`src/rtl/fbi_pkg.sv`:
```
package fbi_pkg;

  typedef enum logic [2:0] {
    M_STANDBY = 3'd0,
    M_OUT_OFF = 3'd1,
    M_READ    = 3'd2,
    M_WRITE   = 3'd3,
    M_CLASH   = 3'd4
  } bus_mode_e;

  typedef enum logic [1:0] {
    SRC_ARRAY  = 2'd0,
    SRC_IDENT  = 2'd1,
    SRC_STATUS = 2'd2,
    SRC_SPARE  = 2'd3
  } rd_src_e;

  // Mode from the three active-low strobes; chip select dominates.
  function automatic bus_mode_e decode_mode(logic cs_n, logic rd_n, logic wr_n);
    bus_mode_e m;
    if (cs_n)               m = M_STANDBY;
    else if (!rd_n && !wr_n) m = M_CLASH;
    else if (!rd_n)          m = M_READ;
    else if (!wr_n)          m = M_WRITE;
    else                     m = M_OUT_OFF;
    return m;
  endfunction

  // Fixed identifier code picked by the two lowest address bits.
  function automatic logic [7:0] ident_code(logic [1:0] sel, logic [7:0] mfr,
                                            logic [7:0] dev);
    logic [7:0] c;
    case (sel)
      2'b00:   c = mfr;
      2'b01:   c = dev;
      default: c = 8'h00;
    endcase
    return c;
  endfunction

  // Effective read source after the identifier pin override.
  function automatic rd_src_e resolve_src(logic id_pin, logic [1:0] req);
    rd_src_e s;
    if (id_pin)          s = SRC_IDENT;
    else if (req == 2'd1) s = SRC_IDENT;
    else if (req == 2'd2) s = SRC_STATUS;
    else                  s = SRC_ARRAY;
    return s;
  endfunction

endpackage

```
`src/rtl/fbi_pin_sampler.sv`:
```
module fbi_pin_sampler #(
  parameter int ADDR_W = 20,
  parameter int DQ_W   = 16
) (
  input  logic              clk,
  input  logic              rst_n,
  input  logic              ce_n,
  input  logic              oe_n,
  input  logic              we_n,
  input  logic              wide,
  input  logic              id_mode,
  input  logic [1:0]        rd_src,
  input  logic [ADDR_W-1:0] addr,
  input  logic [DQ_W-1:0]   dq_in,
  output logic              s_ce_n,
  output logic              s_oe_n,
  output logic              s_we_n,
  output logic              s_wide,
  output logic              s_id,
  output logic [1:0]        s_src,
  output logic [ADDR_W-1:0] s_addr,
  output logic [DQ_W-1:0]   s_dq
);

  always_ff @(posedge clk) begin
    if (!rst_n) begin
      s_ce_n <= 1'b1;
      s_oe_n <= 1'b1;
      s_we_n <= 1'b1;
      s_wide <= 1'b1;
      s_id   <= 1'b0;
      s_src  <= 2'd0;
      s_addr <= '0;
      s_dq   <= '0;
    end else begin
      s_ce_n <= ce_n;
      s_oe_n <= oe_n;
      s_we_n <= we_n;
      s_wide <= wide;
      s_id   <= id_mode;
      s_src  <= rd_src;
      s_addr <= addr;
      s_dq   <= dq_in;
    end
  end

endmodule

```
`src/rtl/fbi_read_steer.sv`:
```
module fbi_read_steer
  import fbi_pkg::*;
#(
  parameter int         DQ_W     = 16,
  parameter logic [7:0] MFR_CODE = 8'hC2,
  parameter logic [7:0] DEV_CODE = 8'hF7
) (
  input  logic            clk,
  input  logic            rst_n,
  input  bus_mode_e       mode,
  input  logic            wide,
  input  logic            byte_hi,
  input  rd_src_e         src,
  input  logic [1:0]      addr_lo,
  input  logic [DQ_W-1:0] array_data,
  input  logic [7:0]      status_byte,
  output logic [DQ_W-1:0] dq_out,
  output logic [DQ_W-1:0] dq_oe
);

  localparam int LANE_W = DQ_W / 2;
  localparam int LANES  = 2;

  logic [LANE_W-1:0] lane_val [LANES];
  logic [LANES-1:0]  lane_en;
  logic              reading;
  logic [7:0]        id_byte;

  assign reading = (mode == M_READ);
  assign id_byte = ident_code(addr_lo, MFR_CODE, DEV_CODE);

  // Low lane: source-dependent, with byte pick in narrow width.
  always_comb begin
    lane_val[0] = '0;
    case (src)
      SRC_IDENT:  lane_val[0] = LANE_W'(id_byte);
      SRC_STATUS: lane_val[0] = LANE_W'(status_byte);
      default:    lane_val[0] = (!wide && byte_hi) ? array_data[DQ_W-1:LANE_W]
                                                   : array_data[LANE_W-1:0];
    endcase
  end

  // High lane: only array data carries a non-zero upper half.
  always_comb begin
    lane_val[1] = '0;
    if (src == SRC_ARRAY) lane_val[1] = array_data[DQ_W-1:LANE_W];
  end

  assign lane_en[0] = reading;
  assign lane_en[1] = reading && wide && (src != SRC_STATUS);

  for (genvar g = 0; g < LANES; g++) begin : g_lane
    assign dq_out[g*LANE_W +: LANE_W] = lane_en[g] ? lane_val[g] : '0;
    assign dq_oe [g*LANE_W +: LANE_W] = {LANE_W{lane_en[g]}};
  end

  AST_STANDBY_FLOAT: assert property (@(posedge clk) disable iff (!rst_n)
    (mode == M_STANDBY) |-> (dq_oe == '0));
  AST_OUT_OFF_FLOAT: assert property (@(posedge clk) disable iff (!rst_n)
    (mode == M_OUT_OFF) |-> (dq_oe == '0));
  AST_NARROW_HIGH_FLOAT: assert property (@(posedge clk) disable iff (!rst_n)
    !wide |-> (dq_oe[DQ_W-1:LANE_W] == '0));
  AST_STATUS_LOW_ONLY: assert property (@(posedge clk) disable iff (!rst_n)
    (src == SRC_STATUS) |-> (dq_oe[DQ_W-1:LANE_W] == '0));
  AST_WRITE_FLOAT: assert property (@(posedge clk) disable iff (!rst_n)
    (mode == M_WRITE) |-> (dq_oe == '0));
  AST_CLASH_FLOAT: assert property (@(posedge clk) disable iff (!rst_n)
    (mode == M_CLASH) |-> (dq_oe == '0));

endmodule

```
`src/rtl/fbi_write_latch.sv`:
```
module fbi_write_latch
  import fbi_pkg::*;
#(
  parameter int ADDR_W = 20,
  parameter int DQ_W   = 16
) (
  input  logic              clk,
  input  logic              rst_n,
  input  bus_mode_e         mode,
  input  logic              wide,
  input  logic [ADDR_W-1:0] addr,
  input  logic [DQ_W-1:0]   dq,
  output logic              wr_valid,
  output logic [ADDR_W:0]   wr_addr,
  output logic [DQ_W-1:0]   wr_data
);

  localparam int LANE_W = DQ_W / 2;

  logic              strobe_on;
  logic              strobe_was;
  logic              strobe_end;
  logic [ADDR_W:0]   hold_addr;
  logic [DQ_W-1:0]   hold_data;

  assign strobe_on  = (mode == M_WRITE);
  assign strobe_end = strobe_was && !strobe_on;

  always_ff @(posedge clk) begin
    if (!rst_n) begin
      strobe_was <= 1'b0;
      hold_addr  <= '0;
      hold_data  <= '0;
      wr_valid   <= 1'b0;
      wr_addr    <= '0;
      wr_data    <= '0;
    end else begin
      strobe_was <= strobe_on;
      if (strobe_on) begin
        hold_addr <= {addr, (wide ? 1'b0 : dq[DQ_W-1])};
        hold_data <= wide ? dq : {{LANE_W{1'b0}}, dq[LANE_W-1:0]};
      end
      wr_valid <= strobe_end;
      if (strobe_end) begin
        wr_addr <= hold_addr;
        wr_data <= hold_data;
      end
    end
  end

  AST_WR_ONE_SHOT: assert property (@(posedge clk) disable iff (!rst_n)
    wr_valid |=> !wr_valid);
  AST_STANDBY_NO_WR: assert property (@(posedge clk) disable iff (!rst_n)
    ((mode == M_STANDBY) && $past(mode == M_STANDBY)) |=> !wr_valid);
  AST_CLASH_NO_WR: assert property (@(posedge clk) disable iff (!rst_n)
    ((mode == M_CLASH) && $past(mode == M_CLASH)) |=> !wr_valid);

endmodule

```
`src/rtl/flash_bus_front.sv`:
```
module flash_bus_front
  import fbi_pkg::*;
#(
  parameter int         ADDR_W   = 20,
  parameter int         DQ_W     = 16,
  parameter logic [7:0] MFR_CODE = 8'hC2,
  parameter logic [7:0] DEV_CODE = 8'hF7
) (
  input  logic              clk,
  input  logic              rst_n,
  input  logic              ce_n,
  input  logic              oe_n,
  input  logic              we_n,
  input  logic              wide,
  input  logic              id_mode,
  input  logic [ADDR_W-1:0] addr,
  input  logic [DQ_W-1:0]   dq_in,
  output logic [DQ_W-1:0]   dq_out,
  output logic [DQ_W-1:0]   dq_oe,
  input  logic [1:0]        rd_src,
  input  logic [DQ_W-1:0]   array_data,
  input  logic [7:0]        status_byte,
  output logic [ADDR_W-1:0] arr_addr,
  output logic              wr_valid,
  output logic [ADDR_W:0]   wr_addr,
  output logic [DQ_W-1:0]   wr_data
);

  logic              s_ce_n, s_oe_n, s_we_n, s_wide, s_id;
  logic [1:0]        s_src;
  logic [ADDR_W-1:0] s_addr;
  logic [DQ_W-1:0]   s_dq;
  bus_mode_e         bus_mode;
  rd_src_e           eff_src;

  fbi_pin_sampler #(.ADDR_W(ADDR_W), .DQ_W(DQ_W)) u_sample (
    .clk(clk), .rst_n(rst_n),
    .ce_n(ce_n), .oe_n(oe_n), .we_n(we_n), .wide(wide), .id_mode(id_mode),
    .rd_src(rd_src), .addr(addr), .dq_in(dq_in),
    .s_ce_n(s_ce_n), .s_oe_n(s_oe_n), .s_we_n(s_we_n), .s_wide(s_wide),
    .s_id(s_id), .s_src(s_src), .s_addr(s_addr), .s_dq(s_dq)
  );

  assign bus_mode = decode_mode(s_ce_n, s_oe_n, s_we_n);
  assign eff_src  = resolve_src(s_id, s_src);
  assign arr_addr = s_addr;

  fbi_read_steer #(.DQ_W(DQ_W), .MFR_CODE(MFR_CODE), .DEV_CODE(DEV_CODE)) u_steer (
    .clk(clk), .rst_n(rst_n),
    .mode(bus_mode), .wide(s_wide), .byte_hi(s_dq[DQ_W-1]), .src(eff_src),
    .addr_lo(s_addr[1:0]), .array_data(array_data), .status_byte(status_byte),
    .dq_out(dq_out), .dq_oe(dq_oe)
  );

  fbi_write_latch #(.ADDR_W(ADDR_W), .DQ_W(DQ_W)) u_wlatch (
    .clk(clk), .rst_n(rst_n),
    .mode(bus_mode), .wide(s_wide), .addr(s_addr), .dq(s_dq),
    .wr_valid(wr_valid), .wr_addr(wr_addr), .wr_data(wr_data)
  );

  AST_ID_OVERRIDE: assert property (@(posedge clk) disable iff (!rst_n)
    s_id |-> (eff_src == SRC_IDENT));

endmodule

```
`config.mk`:
```
export PLATFORM = sky130hd
export DESIGN_NAME = flash_bus_front
export DESIGN_NICKNAME = d
export VERILOG_FILES = /design/src/rtl/fbi_pkg.sv /design/src/rtl/fbi_pin_sampler.sv /design/src/rtl/fbi_read_steer.sv /design/src/rtl/fbi_write_latch.sv /design/src/rtl/flash_bus_front.sv
export SDC_FILE = /design/constraint.sdc
export NUM_CORES = 1
export LEC_CHECK = 0
export BUFFER_PORTS_ARGS = -buffer_cell sky130_fd_sc_hd__buf_2
export CORE_AREA = 2 2 140 142
export DETAILED_ROUTE_END_ITERATION = 16
export DIE_AREA = 0 0 142 144
export PLACE_DENSITY = 0.5
export SYNTH_ARGS = -nofsm -noshare
export SYNTH_HDL_FRONTEND = slang
export SYNTH_HIERARCHICAL = 1
export SYNTH_SLANG_ARGS = --single-unit
```
`constraint.sdc`:
```
create_clock -name clk -period 6.9 [get_ports clk]
set_clock_uncertainty 0.15 [all_clocks]
set_input_delay 0.69 -clock clk [delete_from_list [all_inputs] [get_ports clk]]
set_output_delay 0.69 -clock clk [all_outputs]
set_load 0.005 [all_outputs]
```
==> Word-level counts from Yosys, hierarchy flattened <==
Index checks and enable logic that the tools add are counted.
{ "totals": {"ff_bits": 119, "inputBits": 69, "output_inout_bits": 90, "elab_cells": 48} }
{ "op_classes": {"eq_ne": 8, "n_mux": 15, "n_reduce_logical": 11} }
{ "op_table": {"columns": ["cell", "count"], "rows": [
  ["two-way mux 8 bit", 4],
  ["one-hot mux 8 bit (2 select lines)", 2],
  ["two-way mux 16 bit", 1],
  ["two-way mux 2 bit", 5],
  ["== test 2 x 1 -> 1 bit (second input constant)", 3],
  ["== test 3 x 2 -> 1 bit (second input constant)", 2],
  ["two-way mux 3 bit", 2],
  ["logical AND 1 bit", 5],
  ["== test 2 bit (second input constant)", 2],
  ["logical NOT 1 bit", 4],
  ["logical NOT 2 bit", 2],
  ["!= test 2 bit (second input constant)", 1],
  ["two-way mux 1 bit", 1]
]} }

==> Logic depth before layout (Yosys ltp) <==
Gate-level depths: netlist of the first run.
{ "logic_depth": {"word_depth": 8, "depth_mapped": 8, "depth_no_buf": 7} }

==> By module <==
The synthesis of the first run kept the hierarchy.
{ "modules_own_cells": {"columns": ["mod", "instances", "cells_per_inst", "area_each_um2", "seq_area_each_um2"], "rows": [
  ["fbi_write_latch", 1, 328, 2944.1, 1521.5],
  ["fbi_pin_sampler", 1, 90, 1151.1, 860.8],
  ["fbi_read_steer", 1, 66, 490.5, 0.0],
  ["flash_bus_front", 1, 9, 57.6, 0.0]
]} }

==> Least setup slack after synthesis of the first run <==
OpenSTA, ideal clock, no wires.
{ "synth_path": {"path_kind": "register to output", "startpoint": "register u_sample.s_oe_n", "endpoint": "output dq_oe[10]", "arrival_ns": 1.925, "setup_slack_ns": 4.135, "stages_incl_launch_ff": 8, "path_buffers": 2, "cell_sequence": "dfxtp_1 inv_1 ha_1 nor2b_1 or3b_4 buf_6 nor3b_2 buf_4"} }
{ "synth_between": {"elab_chain_cells": 7, "word_cells_on_any_way": 8, "classes_between": "1 x eq/ne; 3 x mux; 4 x reduce/logical"} }
{ "synth_rtl": {"columns": ["element", "line_no", "source"], "rows": [
  ["from (decl)", "fbi_pin_sampler.sv:16", "output logic s_oe_n,"],
  ["from (signal assigned)", "fbi_pin_sampler.sv:37", "s_oe_n <= oe_n;"],
  ["logical NOT 1 bit", null, null],
  ["logical AND 1 bit", "fbi_pkg.sv:22", "else if (!rd_n && !wr_n) m = M_CLASH;"],
  ["two-way mux 3 bit *", "fbi_pkg.sv:22", null],
  ["two-way mux 3 bit *", "fbi_pkg.sv:21", "if (cs_n) m = M_STANDBY;"],
  ["net bus_mode[1]", "flash_bus_front.sv:33", "bus_mode_e bus_mode;"],
  ["== test 3 x 2 -> 1 bit *", "fbi_read_steer.sv:29", "assign reading = (mode == M_READ);"],
  ["logical AND 1 bit * (2 in series)", "fbi_read_steer.sv:50", "assign lane_en[1] = reading && wide && (src != SRC_STATUS);"],
  ["to (decl)", "flash_bus_front.sv:19", "output logic [DQ_W-1:0] dq_oe,"]
]} }
Mark *: on every way through the listed nets, which the timed path passes. The rest lies on a longest branch.

==> Final worst setup path of the first run <==
{ "layout_path": {"startpoint": "register u_sample.s_oe_n", "endpoint": "output dq_out[11]"} }
{ "layout_between": {"elab_chain_cells": 8, "word_cells_on_any_way": 9, "classes_between": "1 x eq/ne; 4 x mux; 4 x reduce/logical"} }
{ "layout_rtl": {"columns": ["element", "line_no", "source"], "rows": [
  ["logical NOT 1 bit", null, null],
  ["logical AND 1 bit", "fbi_pkg.sv:22", null],
  ["two-way mux 3 bit *", "fbi_pkg.sv:22", null],
  ["two-way mux 3 bit *", "fbi_pkg.sv:21", null],
  ["net bus_mode[1]", "flash_bus_front.sv:33", null],
  ["== test 3 x 2 -> 1 bit *", "fbi_read_steer.sv:29", null],
  ["logical AND 1 bit * (2 in series)", "fbi_read_steer.sv:50", null],
  ["two-way mux 8 bit *", "fbi_read_steer.sv:53", "assign dq_out[g*LANE_W +: LANE_W] = lane_en[g] ? lane_val[g] : '0;"],
  ["to (decl)", "flash_bus_front.sv:18", "output logic [DQ_W-1:0] dq_out,"]
]} }
Marks and branches as above.

==> flow_summary.toml, run 1 <==
[worst_setup_path]
cp-start-kind = "flip-flop"
critical_path_arrival_ns = 2.36
setup.worst_path.class = "flip-flop to output pin"
r2r-start = "u_sample/s_oe_n$_SDFF_PN1_"
cp-end-kind = "output pin"
reg2reg_to = "u_wlatch/wr_addr[14]$_SDFFE_PN0P_"
cp_max_fo = 11
regToRegSetupSlack_ns = 4.39
crit_required_ns = 6.06
rr_worst_depth = 6
cp-startpoint = "u_sample/s_oe_n$_SDFF_PN1_"
cp-endpoint = "dq_out[11]"

[timing]
min_period_ns = 3.204
worst_slack_ns = 3.696
grt_setup_unrepaired = "no"
tns_ns = 0
max-slew-margin-rel = 0.4299
tightest_slew_ns = 0.8552
hold_violations = 0
fin_crit_sh = 0.4644
timing.hold.ws_ns = 0.2802
final_max_slew_viol_count = 0
setup_viol_count_final = 0
fmax_mhz = 312.1

[place]
portBuffers = 158
place_ws_ns = 4.100
dp_hpwl_mm = 6.756
placed_area_um2 = 5429
gp_congestion = 0.6523

[synth]
syn_nets = 566
synth_compound_area_frac = 0.07842
synth-seq-cells = 119
postSynth.asyncResetShare = 0
yosys-top-cells-count = "146 x nand2_1, 119 x dfxtp_1, 48 x and2_1"
synth-simple-area-share = 0.2288
yosysSeqAreaShare = 0.5131
synth_area_leaders = "dfxtp_1 51%, nand2_1 12%, mux2i_1 9.5%"
synth_top_area_share = 0.5131
synthDistinctLibCells = 35
synthAdderAreaFrac = 0.01078
yosysTopAreaCell = "dfxtp_1"
muxShareOfSynthArea = 0.09485
synthesis.area_um2 = 4643
synth-edff-count = 0
synth-xor-area-share = 0
synthesis.instances = 493
synth_top_family_by_area = "simple AND/OR/NAND/NOR gates"
yosysWarningCount = 6
yosysMostFrequentCell = "nand2_1"
avgSynthCellArea_um2 = 9.418
ys.flop_type = "dfxtp_1"

[route]
ant_nets = 0
drc = 0
wl_mm = 10.78
avgViaCountPerCell = 4.173
drt_iter0_markers = 90
dr.pass1.iters = 4
wire_per_inst_um = 12.32
via_count = 3651

[clock_network]
h-tree-depth = 4
ctsHoldBuffers = 0
clock_sinks = 119
cts.repair.resized = 0
cts_buffers = 17
root_buffer = "clkbuf_16"
cts_max_path_buffers = 2
clk_pin_slew_worst_paths_ns = 0.05
worstSkewPairLatency_ns = 0.41
cts_tree = "done"
cts_setup_buffers = 0

[floorplan]
die_w_um = 142
initial_utilization = 0.2434
fp-row-count = 51
num_io_pins = 159
chipHeight_um = 144
fp.coreArea_um2 = 19080
dieArea_um2 = 20450

[grt]
grt_pass1_vias = 3474
grt.total_usage = 0.1093
grt_overflow = 0
antenna_found_initial = 0
grt_first_pass_wirelength_mm = 17.33
grt_max_degree = 80

[layout]
fin_util = 0.3202
postLayoutCellArea_um2 = 6110
area_growth_pct = 31.58
n_antenna_cell = 0
drive_gt1_frac = 0.3108
fin_nets = 697

[run]
maxCapViolCount = 0

[power]
max-vdd-ir-drop_mv = 0.1487
power.density_nw_per_um2 = 295.8
p_leak_nw = 2.670

[worst_hold_path]
hold_class = "flip-flop to flip-flop"

[run_status]
status = "finished clean"
==> how the worst min path moves through the flow <==
| stage | start | end | slack [ns] | depth (start not counted) |
|---|---|---|---|---|
| 3_5_place_dp | u_sample/s_dq[5]$_SDFF_PN0_ | u_wlatch/hold_data[5]$_SDFFE_PN0N_ | 0.27 | 2 |
| 2_1_floorplan | u_sample/s_dq[0]$_SDFF_PN0_ | u_wlatch/hold_data[0]$_SDFFE_PN0N_ | 0.27 | 2 |
| 5_1_grt | wide | u_sample/s_wide$_SDFF_PN1_ | 0.29 | 2 |
| 4_1_cts | u_sample/s_dq[5]$_SDFF_PN0_ | u_wlatch/hold_data[5]$_SDFFE_PN0N_ | 0.28 | 2 |
| 6_report | u_sample/s_dq[5]$_SDFF_PN0_ | u_wlatch/hold_data[5]$_SDFFE_PN0N_ | 0.28 | 2 |
| 3_3_place_gp | u_sample/s_dq[5]$_SDFF_PN0_ | u_wlatch/hold_data[5]$_SDFFE_PN0N_ | 0.28 | 2 |
==> per-stage QoR <==
stage / power, W / instances
final: 0.001807 / 875
after CTS: 0.001841 / 875
after floorplan: 0.0007722 / 493
after detailed placement: 0.0008072 / 843
after global routing: 0.001883 / 875
after global placement: 0.0008071 / 843
==> worst max-delay path, cell delays in order, from the launching register on <==
cell and delay [ns]:
dfxtp_1 0.30, inv_1 0.05, ha_1 0.26, nor2b_1 0.26, or3b_4 0.50, nor2_2 0.30
and2_1 0.17, buf_2 0.10
==> registers in the layout, summed over array words and instances (netlist names) <==
name                 count
u_wlatch/hold_addr      21
u_wlatch/wr_addr        21
u_sample/s_addr         20
u_sample/s_dq           16
u_wlatch/hold_data      16
u_wlatch/wr_data        16
u_sample/s_src           2
u_sample/s_ce_n          1
u_sample/s_id            1
u_sample/s_oe_n          1
u_sample/s_we_n          1
u_sample/s_wide          1
u_wlatch/strobe_was      1
u_wlatch/wr_valid        1
==> area by class of cell <==
| cell class | instances | area [um^2] |
|---|---|---|
| Fill cell | 2019 | 12970 |
| Sequential cell | 119 | 2382 |
| Multi-Input combinational cell | 319 | 1918 |
| Timing Repair Buffer | 159 | 800.8 |
| Clock buffer | 21 | 460.4 |
| Tap cell | 238 | 297.8 |
| Clock inverter | 11 | 220.2 |
| Inverter | 8 | 30.03 |
==> power by group <==
part	switching, W	leakage [nW]	internal [W]
clock network	0.000319	0.331	0.000699
registers	0.00000761	0.970	0.000702
logic	0.0000408	1.37	0.0000395
==> layout by cell type, fill, tap and decap left out, types with 3 or more instances in the layout <==
cell       synthesis  final
buf_2              5    157
nand2_1          146    146
dfxtp_1          119    119
and2_1            48     48
mux2i_1           44     44
a21boi_1          37     37
clkbuf_16          0     17
nand3_1           10     10
inv_1              7      7
a221oi_1           7      7
bufinv_16          0      6
ha_1               4      4
clkinv_4           0      4
nand2b_1           3      3
==> logic make-up after synthesis <==
logic type	count (synthesis)
flops	119
buf+inv	55
compound gates	48
simple gates	223
fa+ha+maj	4
mux	44
==> routing by layer <==
metal / track usage / vias to the layer above / part of all wire
met5: 0 / - / 0
met4: 0.04211 / 0 / 0.013
met3: 0.04868 / 16 / 0.070
met2: 0.1665 / 109 / 0.44
met1: 0.1357 / 1677 / 0.48
li1: - / 1849 / -
Note: power is estimated with default switching activity, not from simulation.
==> run 2, diff against run 1 <==
--- a/config.mk
+++ b/config.mk
@@ -5,10 +5,11 @@
 export SDC_FILE = /design/constraint.sdc
 export NUM_CORES = 1
 export LEC_CHECK = 0
+export ABC_AREA = 1
 export BUFFER_PORTS_ARGS = -buffer_cell sky130_fd_sc_hd__buf_2
-export CORE_AREA = 2 2 140 142
+export CORE_AREA = 2 2 141 143
 export DETAILED_ROUTE_END_ITERATION = 16
-export DIE_AREA = 0 0 142 144
+export DIE_AREA = 0 0 143 145
 export PLACE_DENSITY = 0.5
 export SYNTH_ARGS = -nofsm -noshare
 export SYNTH_HDL_FRONTEND = slang
==> constraint.sdc (replaced) <==
create_clock -name clk -period 3.1 [get_ports clk]
set_clock_uncertainty 0.15 [all_clocks]
set_input_delay 0.31 -clock clk [delete_from_list [all_inputs] [get_ports clk]]
set_output_delay 0.31 -clock clk [all_outputs]
set_load 0.005 [all_outputs]
==> run 2 against run 1 <==
Wire length grew 18%. Highest routed layer unchanged. Synthesized area is 1.5% higher. Combinational power increased to 3.3 times the previous value.
==> flow_summary.toml, run 2 <==
[timing]
grt_setup_unrepaired = "no"
max-slew-margin-rel = 0.5279
setup_viol_count_final = 0
hold_violations = 0
fmax_mhz = 369.0
fin_crit_sh = 0.8742
tns_ns = 0
worst_slack_ns = 0.3899
final_max_slew_viol_count = 0
tightest_slew_ns = 0.7082
min_period_ns = 2.710

[power]
p_leak_nw = 3.453
max-vdd-ir-drop_mv = 0.3555
power.density_nw_per_um2 = 592.0

[route]
via_count = 4187
drc = 0
avgViaCountPerCell = 3.969
ant_nets = 0
drt_iter0_markers = 227
wire_per_inst_um = 12.10
dr.pass1.iters = 4
wl_mm = 12.76

[clock_network]
root_buffer = "clkbuf_16"
clk_pin_slew_worst_paths_ns = 0.05
cts_max_path_buffers = 2
cts_tree = "done"
worstSkewPairLatency_ns = 0.41
h-tree-depth = 4
cts_buffers = 17
clock_sinks = 119
cts_setup_buffers = 0
cts.repair.resized = 0
ctsHoldBuffers = 43

[floorplan]
die_w_um = 143
chipHeight_um = 145
initial_utilization = 0.2453
fp-row-count = 51
num_io_pins = 159
dieArea_um2 = 20740
fp.coreArea_um2 = 19210

[place]
portBuffers = 158
dp_cells = 980
place_ws_ns = 0.7653
gp_congestion = 0.7516
dp_hpwl_mm = 8.696

[synth]
synth-edff-count = 0
synthesis.instances = 606
synthDistinctLibCells = 24
synth_top_area_share = 0.5057
yosysWarningCount = 6
synthAdderAreaFrac = 0.01062
synth-xor-area-share = 0
synth_top_family_by_area = "simple AND/OR/NAND/NOR gates"
postSynth.asyncResetShare = 0
yosys-top-cells-count = "119 x dfxtp_1, 119 x nand2_1, 73 x inv_1"
synth_compound_area_frac = 0.04993
yosysSeqAreaShare = 0.5057
synth-seq-cells = 119
synthesis.area_um2 = 4711
avgSynthCellArea_um2 = 7.774
yosysTopAreaCell = "dfxtp_1"
ys.flop_type = "dfxtp_1"
syn_nets = 679
synth_area_leaders = "dfxtp_1 51%, nand2_1 9.5%, nand3_1 6.8%"
synth-simple-area-share = 0.2922
muxShareOfSynthArea = 0

[worst_setup_path]
cp-startpoint = "u_sample/s_oe_n$_SDFF_PN1_"
path_cells = "inv_1 > ha_1 > inv_1 > nor2_1 > inv_1 > nor2_1 > nand2_1 > nor2_4 > nand2_4 > nor2_2 > buf_2"
cp-start-kind = "flip-flop"
critical_path.top_delay_family = "simple AND/OR/NAND/NOR gates"
cp_num_buf_inv = 4
cp_max_fo = 10
cp-endpoint = "dq_out[15]"
rr_worst_depth = 9
reg2reg_to = "u_wlatch/hold_addr[10]$_SDFFE_PN0N_"
slowest_stage = "dfxtp_1"
critPathMaxStageDelay_ns = 0.30
cp.depth = 11
crit_required_ns = 2.64
r2r-start = "u_sample/s_oe_n$_SDFF_PN1_"
regToRegSetupSlack_ns = 1.00
setup.worst_path.class = "flip-flop to output pin"
cp_common_cell = "inv_1"
cp-end-kind = "output pin"
critical_path_arrival_ns = 2.25

[layout]
fin_nets = 850
mostFrequentLayoutCells = "157 x buf_2, 119 x nand2_1, 119 x dfxtp_1, 73 x inv_1, 64 x nand3_1"
fillers = 2075
largestRegisters = "u_wlatch/hold_addr: 21 flops, u_wlatch/wr_addr: 21 flops, u_sample/s_addr: 20 flops"
n_antenna_cell = 0
fin_cells = 1055
final_common_cell = "buf_2"
area_growth_pct = 39.81
drive_gt1_frac = 0.2810
fin_util = 0.3429

[grt]
grt_first_pass_wirelength_mm = 20.29
grt.total_usage = 0.1247
grt_pass1_vias = 3879
grt_overflow = 0
grt_max_degree = 77
antenna_found_initial = 0

[worst_hold_path]
hold_class = "input pin to flip-flop"

[run_status]
status = "finished clean"

[run]
maxCapViolCount = 0
## run 2: changes by cell type in the layout (fill, tap and decap cells not counted), moves of 34 or more
| cell | delta |
|---|---|
| dlygate4sd3_1 | +43 |
| inv_1 | +66 |
| nand4_1 | +35 |
| o21ai_0 | +34 |
| a21boi_1 | -37 |
| mux2i_1 | -44 |
| nor2_1 | +62 |
| and2_1 | -48 |
| nand3_1 | +54 |
## run 2: final cells by class
class | instances | area (um^2) | area share
clock inverter | 10 | 143.9 | 0.02185
clock buffer | 22 | 484.2 | 0.07352
inverter | 79 | 296.5 | 0.04502
tap | 265 | 331.6 | 0.05034
sequential | 119 | 2382 | 0.3617
timing repair buffer | 206 | 1286 | 0.1953
multi-input combinational | 354 | 1662 | 0.2523
## run 2: kinds of logic after synthesis
logic type | count (synthesis)
compound gates | 47
fa+ha+maj | 4
buf+inv | 133
flops | 119
simple gates | 303
## run 2: report_power, final
group / total (W) / switching [W] / internal [W]
clock network: 0.00204 / 0.000692 / 0.00135
registers: 0.00159 / 0.0000221 / 0.00157
logic: 0.000267 / 0.000140 / 0.000127
## run 2: metal layers
layer / GRT usage / share of wire / up-vias
met5: 0 / 0 / -
li1: - / - / 2244
met4: 0.05644 / 0.020 / 0
met2: 0.1782 / 0.44 / 100
met1: 0.1779 / 0.51 / 1827
met3: 0.02706 / 0.033 / 16
## run 2: worst min-delay path by stage
stage	to	cells past startpoint	startpoint	slack, ns
6_report	u_sample/s_dq[0]$_SDFF_PN0_	3	rst_n	0.27
5_1_grt	u_sample/s_dq[9]$_SDFF_PN0_	3	rst_n	0.31
4_1_cts	u_sample/s_dq[12]$_SDFF_PN0_	3	rst_n	0.26
3_5_place_dp	u_wlatch/hold_data[11]$_SDFFE_PN0N_	2	u_sample/s_dq[11]$_SDFF_PN0_	0.30
3_3_place_gp	u_wlatch/hold_data[11]$_SDFFE_PN0N_	2	u_sample/s_dq[11]$_SDFF_PN0_	0.30
2_1_floorplan	u_sample/s_ce_n$_SDFF_PN1_	2	ce_n	0.24
## run 2: metrics by stage
step           power [W]  instance area (um^2)  hold WS (ns)
2_1_floorplan   0.001763                  4711        0.2448
3_3_place_gp    0.001849                  5528        0.2964
3_5_place_dp    0.001850                  5528        0.2988
4_1_cts         0.003953                  6586        0.2636
5_1_grt         0.004047                  6586        0.3059
6_report        0.003899                  6586        0.2741
## run 2: worst reg2reg max path: cells and delay by family, from the launching register on
| kind | cells | cell delay, ns |
|---|---|---|
| adders and majority gates | 1 | 0.14 |
| buffers and inverters | 4 | 0.75 |
| AOI/OAI and AO/OA | 1 | 0.29 |
| and+or+nand+nor | 3 | 0.41 |
| DFF | 1 | 0.29 |
==> run 3, diff against run 2 <==
--- a/config.mk
+++ b/config.mk
@@ -10,7 +10,7 @@
 export CORE_AREA = 2 2 141 143
 export DETAILED_ROUTE_END_ITERATION = 16
 export DIE_AREA = 0 0 143 145
-export PLACE_DENSITY = 0.5
+export PLACE_DENSITY = 0.51
 export SYNTH_ARGS = -nofsm -noshare
 export SYNTH_HDL_FRONTEND = slang
 export SYNTH_HIERARCHICAL = 1
==> constraint.sdc (replaced) <==
create_clock -name clk -period 2.3 [get_ports clk]
set_clock_uncertainty 0.15 [all_clocks]
set_input_delay 0.23 -clock clk [delete_from_list [all_inputs] [get_ports clk]]
set_output_delay 0.23 -clock clk [all_outputs]
set_load 0.005 [all_outputs]
==> run 3 against run 2 <==
Die area did not move. Setup slack worse by 0.32 ns. Non-clock buffer count up 16. Clock power rose by 30%. Sequential power rose by 35%. Combinational power grew 43%. Critical path depth stayed put. Register-to-register slack got worse by 0.73 ns. Worst hold slack lost 0.22 ns. First-iteration DRC count rose by 25%. Critical endpoint is now dq_out[9].
==> flow_summary.toml, run 3 (same netlist as run 2, synthesis figures left out) <==
[grt]
grt.total_usage = 0.1242
grt_pass1_vias = 3968
grt_overflow = 0
grt_first_pass_wirelength_mm = 20.12
antenna_found_initial = 0
grt_max_degree = 51

[layout]
seqCellArea_um2 = 2384
multi_input_area_um2 = 1678
n_antenna_cell = 0
mostFrequentLayoutCells = "157 x buf_2, 118 x nand2_1, 118 x dfxtp_1, 71 x inv_1, 64 x nand3_1"
drive_gt1_frac = 0.3027
largestRegisters = "u_wlatch/hold_addr: 21 flops, u_wlatch/wr_addr: 21 flops, u_sample/s_addr: 20 flops"
fin_nets = 866
final_common_cell = "buf_2"
fillers = 2090
area_growth_pct = 41.89

[timing]
fin_crit_sh = 0.9698
worst_slack_ns = 0.06939
tightest_slew_ns = 0.5015
setup_viol_count_final = 0
max-slew-margin-rel = 0.6652
fmax_mhz = 448.3
final_max_slew_viol_count = 0
hold_violations = 0
tns_ns = 0
min_period_ns = 2.231
grt_setup_unrepaired = "yes"

[worst_setup_path]
critical_path.top_delay_family = "simple AND/OR/NAND/NOR gates"
path_cells = "inv_1 > ha_1 > inv_2 > nor2_4 > inv_1 > nor2_1 > nand2_2 > nor2_4 > nand2_4 > nor2_2 > buf_2"
rr_worst_depth = 9
crit_required_ns = 1.92
setup.worst_path.class = "flip-flop to output pin"
critical_path_arrival_ns = 1.85
cp_max_fo = 8
critPathMaxStageDelay_ns = 0.30
cp-start-kind = "flip-flop"
cp-end-kind = "output pin"
reg2reg_to = "u_wlatch/hold_data[0]$_SDFFE_PN0N_"
cp_num_buf_inv = 4
regToRegSetupSlack_ns = 0.27
slowest_stage = "dfxtp_1"
cp-startpoint = "u_sample/s_oe_n$_SDFF_PN1_"
r2r-start = "u_sample/s_oe_n$_SDFF_PN1_"

[floorplan]
dieArea_um2 = 20740
die_w_um = 143
fp.coreArea_um2 = 19210
num_io_pins = 159
fp-row-count = 51
chipHeight_um = 145
initial_utilization = 0.2453

[power]
power_switching_w = 0.001153
pwr-share-comb = 0.074
power_frac_seq = 0.413
p_int_w = 0.004023
max-vdd-ir-drop_mv = 0.4880
power.share.switching = 0.2227
power_w = 0.005176
power.density_nw_per_um2 = 774.3
p_leak_nw = 3.500
clkPwrFrac = 0.513

[worst_hold_path]
hold_class = "input pin to flip-flop"
holdCritStartpoint = "rst_n"
worstHoldEndpoint = "u_sample/s_addr[13]$_SDFF_PN0_"
min_path_cells = 3

[clock_network]
cts_buffers = 17
h-tree-depth = 4
cts_tree = "done"
clk_pin_slew_worst_paths_ns = 0.05
root_buffer = "clkbuf_16"
worstSkewPairLatency_ns = 0.41
cts_max_path_buffers = 2
clock_sinks = 119

[run_status]
status = "finished clean"

[route]
drt_iter0_markers = 284
ant_nets = 0
wl_mm = 12.58
wire_per_inst_um = 11.74
dr.pass1.iters = 4
avgViaCountPerCell = 3.958
via_count = 4239
drc = 0

[place]
gp_congestion = 0.7630
dp_hpwl_mm = 9.084
portBuffers = 158
place_ws_ns = 0.2333

[run]
maxCapViolCount = 0
## run 3: changes by cell type in the layout (fill, tap and decap cells not counted), sizes merged
cell | previous run | this run
buf | 163 | 179
clkinv | 4 | 3
clkinvlp | 3 | 5
clkbuf | 22 | 20
inv | 79 | 80
## run 3: power by group through the flow
stage                     Clock [W]  Combinational [W]  Sequential [W]
after floorplan                   0           0.000201         0.00218
after global placement            0           0.000319         0.00218
after detailed placement          0           0.000320         0.00218
after CTS                   0.00272           0.000383         0.00214
after global routing        0.00281           0.000430         0.00214
final                       0.00266           0.000382         0.00214
## run 3: worst max-delay path by stage
stage | endpoint | slack, ns | cells after the start
after floorplan | dq_out[10] | 0.36 | 10
after global placement | dq_out[1] | 0.26 | 10
after detailed placement | dq_out[1] | 0.23 | 10
after CTS | dq_out[1] | 0.01 | 10
after global routing | dq_out[7] | -0.08 | 8
final | dq_out[9] | 0.07 | 11
## run 3: layout make-up
cell class | instances | share of cell area
Timing Repair Buffer | 222 | 0.2085
Multi-Input combinational cell | 354 | 0.2510
Inverter | 79 | 0.04474
Tap cell | 265 | 0.04961
Sequential cell | 119 | 0.3566
Clock buffer | 20 | 0.06683
Clock inverter | 12 | 0.02265
## run 3: worst min-delay path: stages
cell and delay [ns]:
buf_4 0.22, nand2_2 0.08, inv_1 0.03
## run 3: repair_timing
item                                    CTS  global route
endpoints found under the setup margin   32            32
resized for setup                         4             5
endpoints found under the hold margin    43             0
setup buffers                             3             0
cloned                                    0             0
hold buffers                             43             0
pin swaps                                 1             1
## run 3: metal layers
layer / part of all wire / GRT usage / vias to the layer above
li1: - / - / 2267
met1: 0.50 / 0.1635 / 1865
met2: 0.45 / 0.1871 / 91
met3: 0.035 / 0.03597 / 16
met4: 0.019 / 0.05594 / 0
met5: 0 / 0 / -
## run 3: stage by stage
| stage | utilization | hold WS [ns] | instance area (um^2) | instances |
|---|---|---|---|---|
| after floorplan | - | 0.1648 | 4711 | 606 |
| after global placement | 0.2922 | 0.2551 | 5613 | 993 |
| after detailed placement | 0.2922 | 0.2588 | 5613 | 993 |
| after CTS | 0.3476 | 0.03500 | 6676 | 1071 |
| after global routing | 0.3480 | 0.06045 | 6684 | 1071 |
| final | 0.3480 | 0.05127 | 6684 | 1071 |
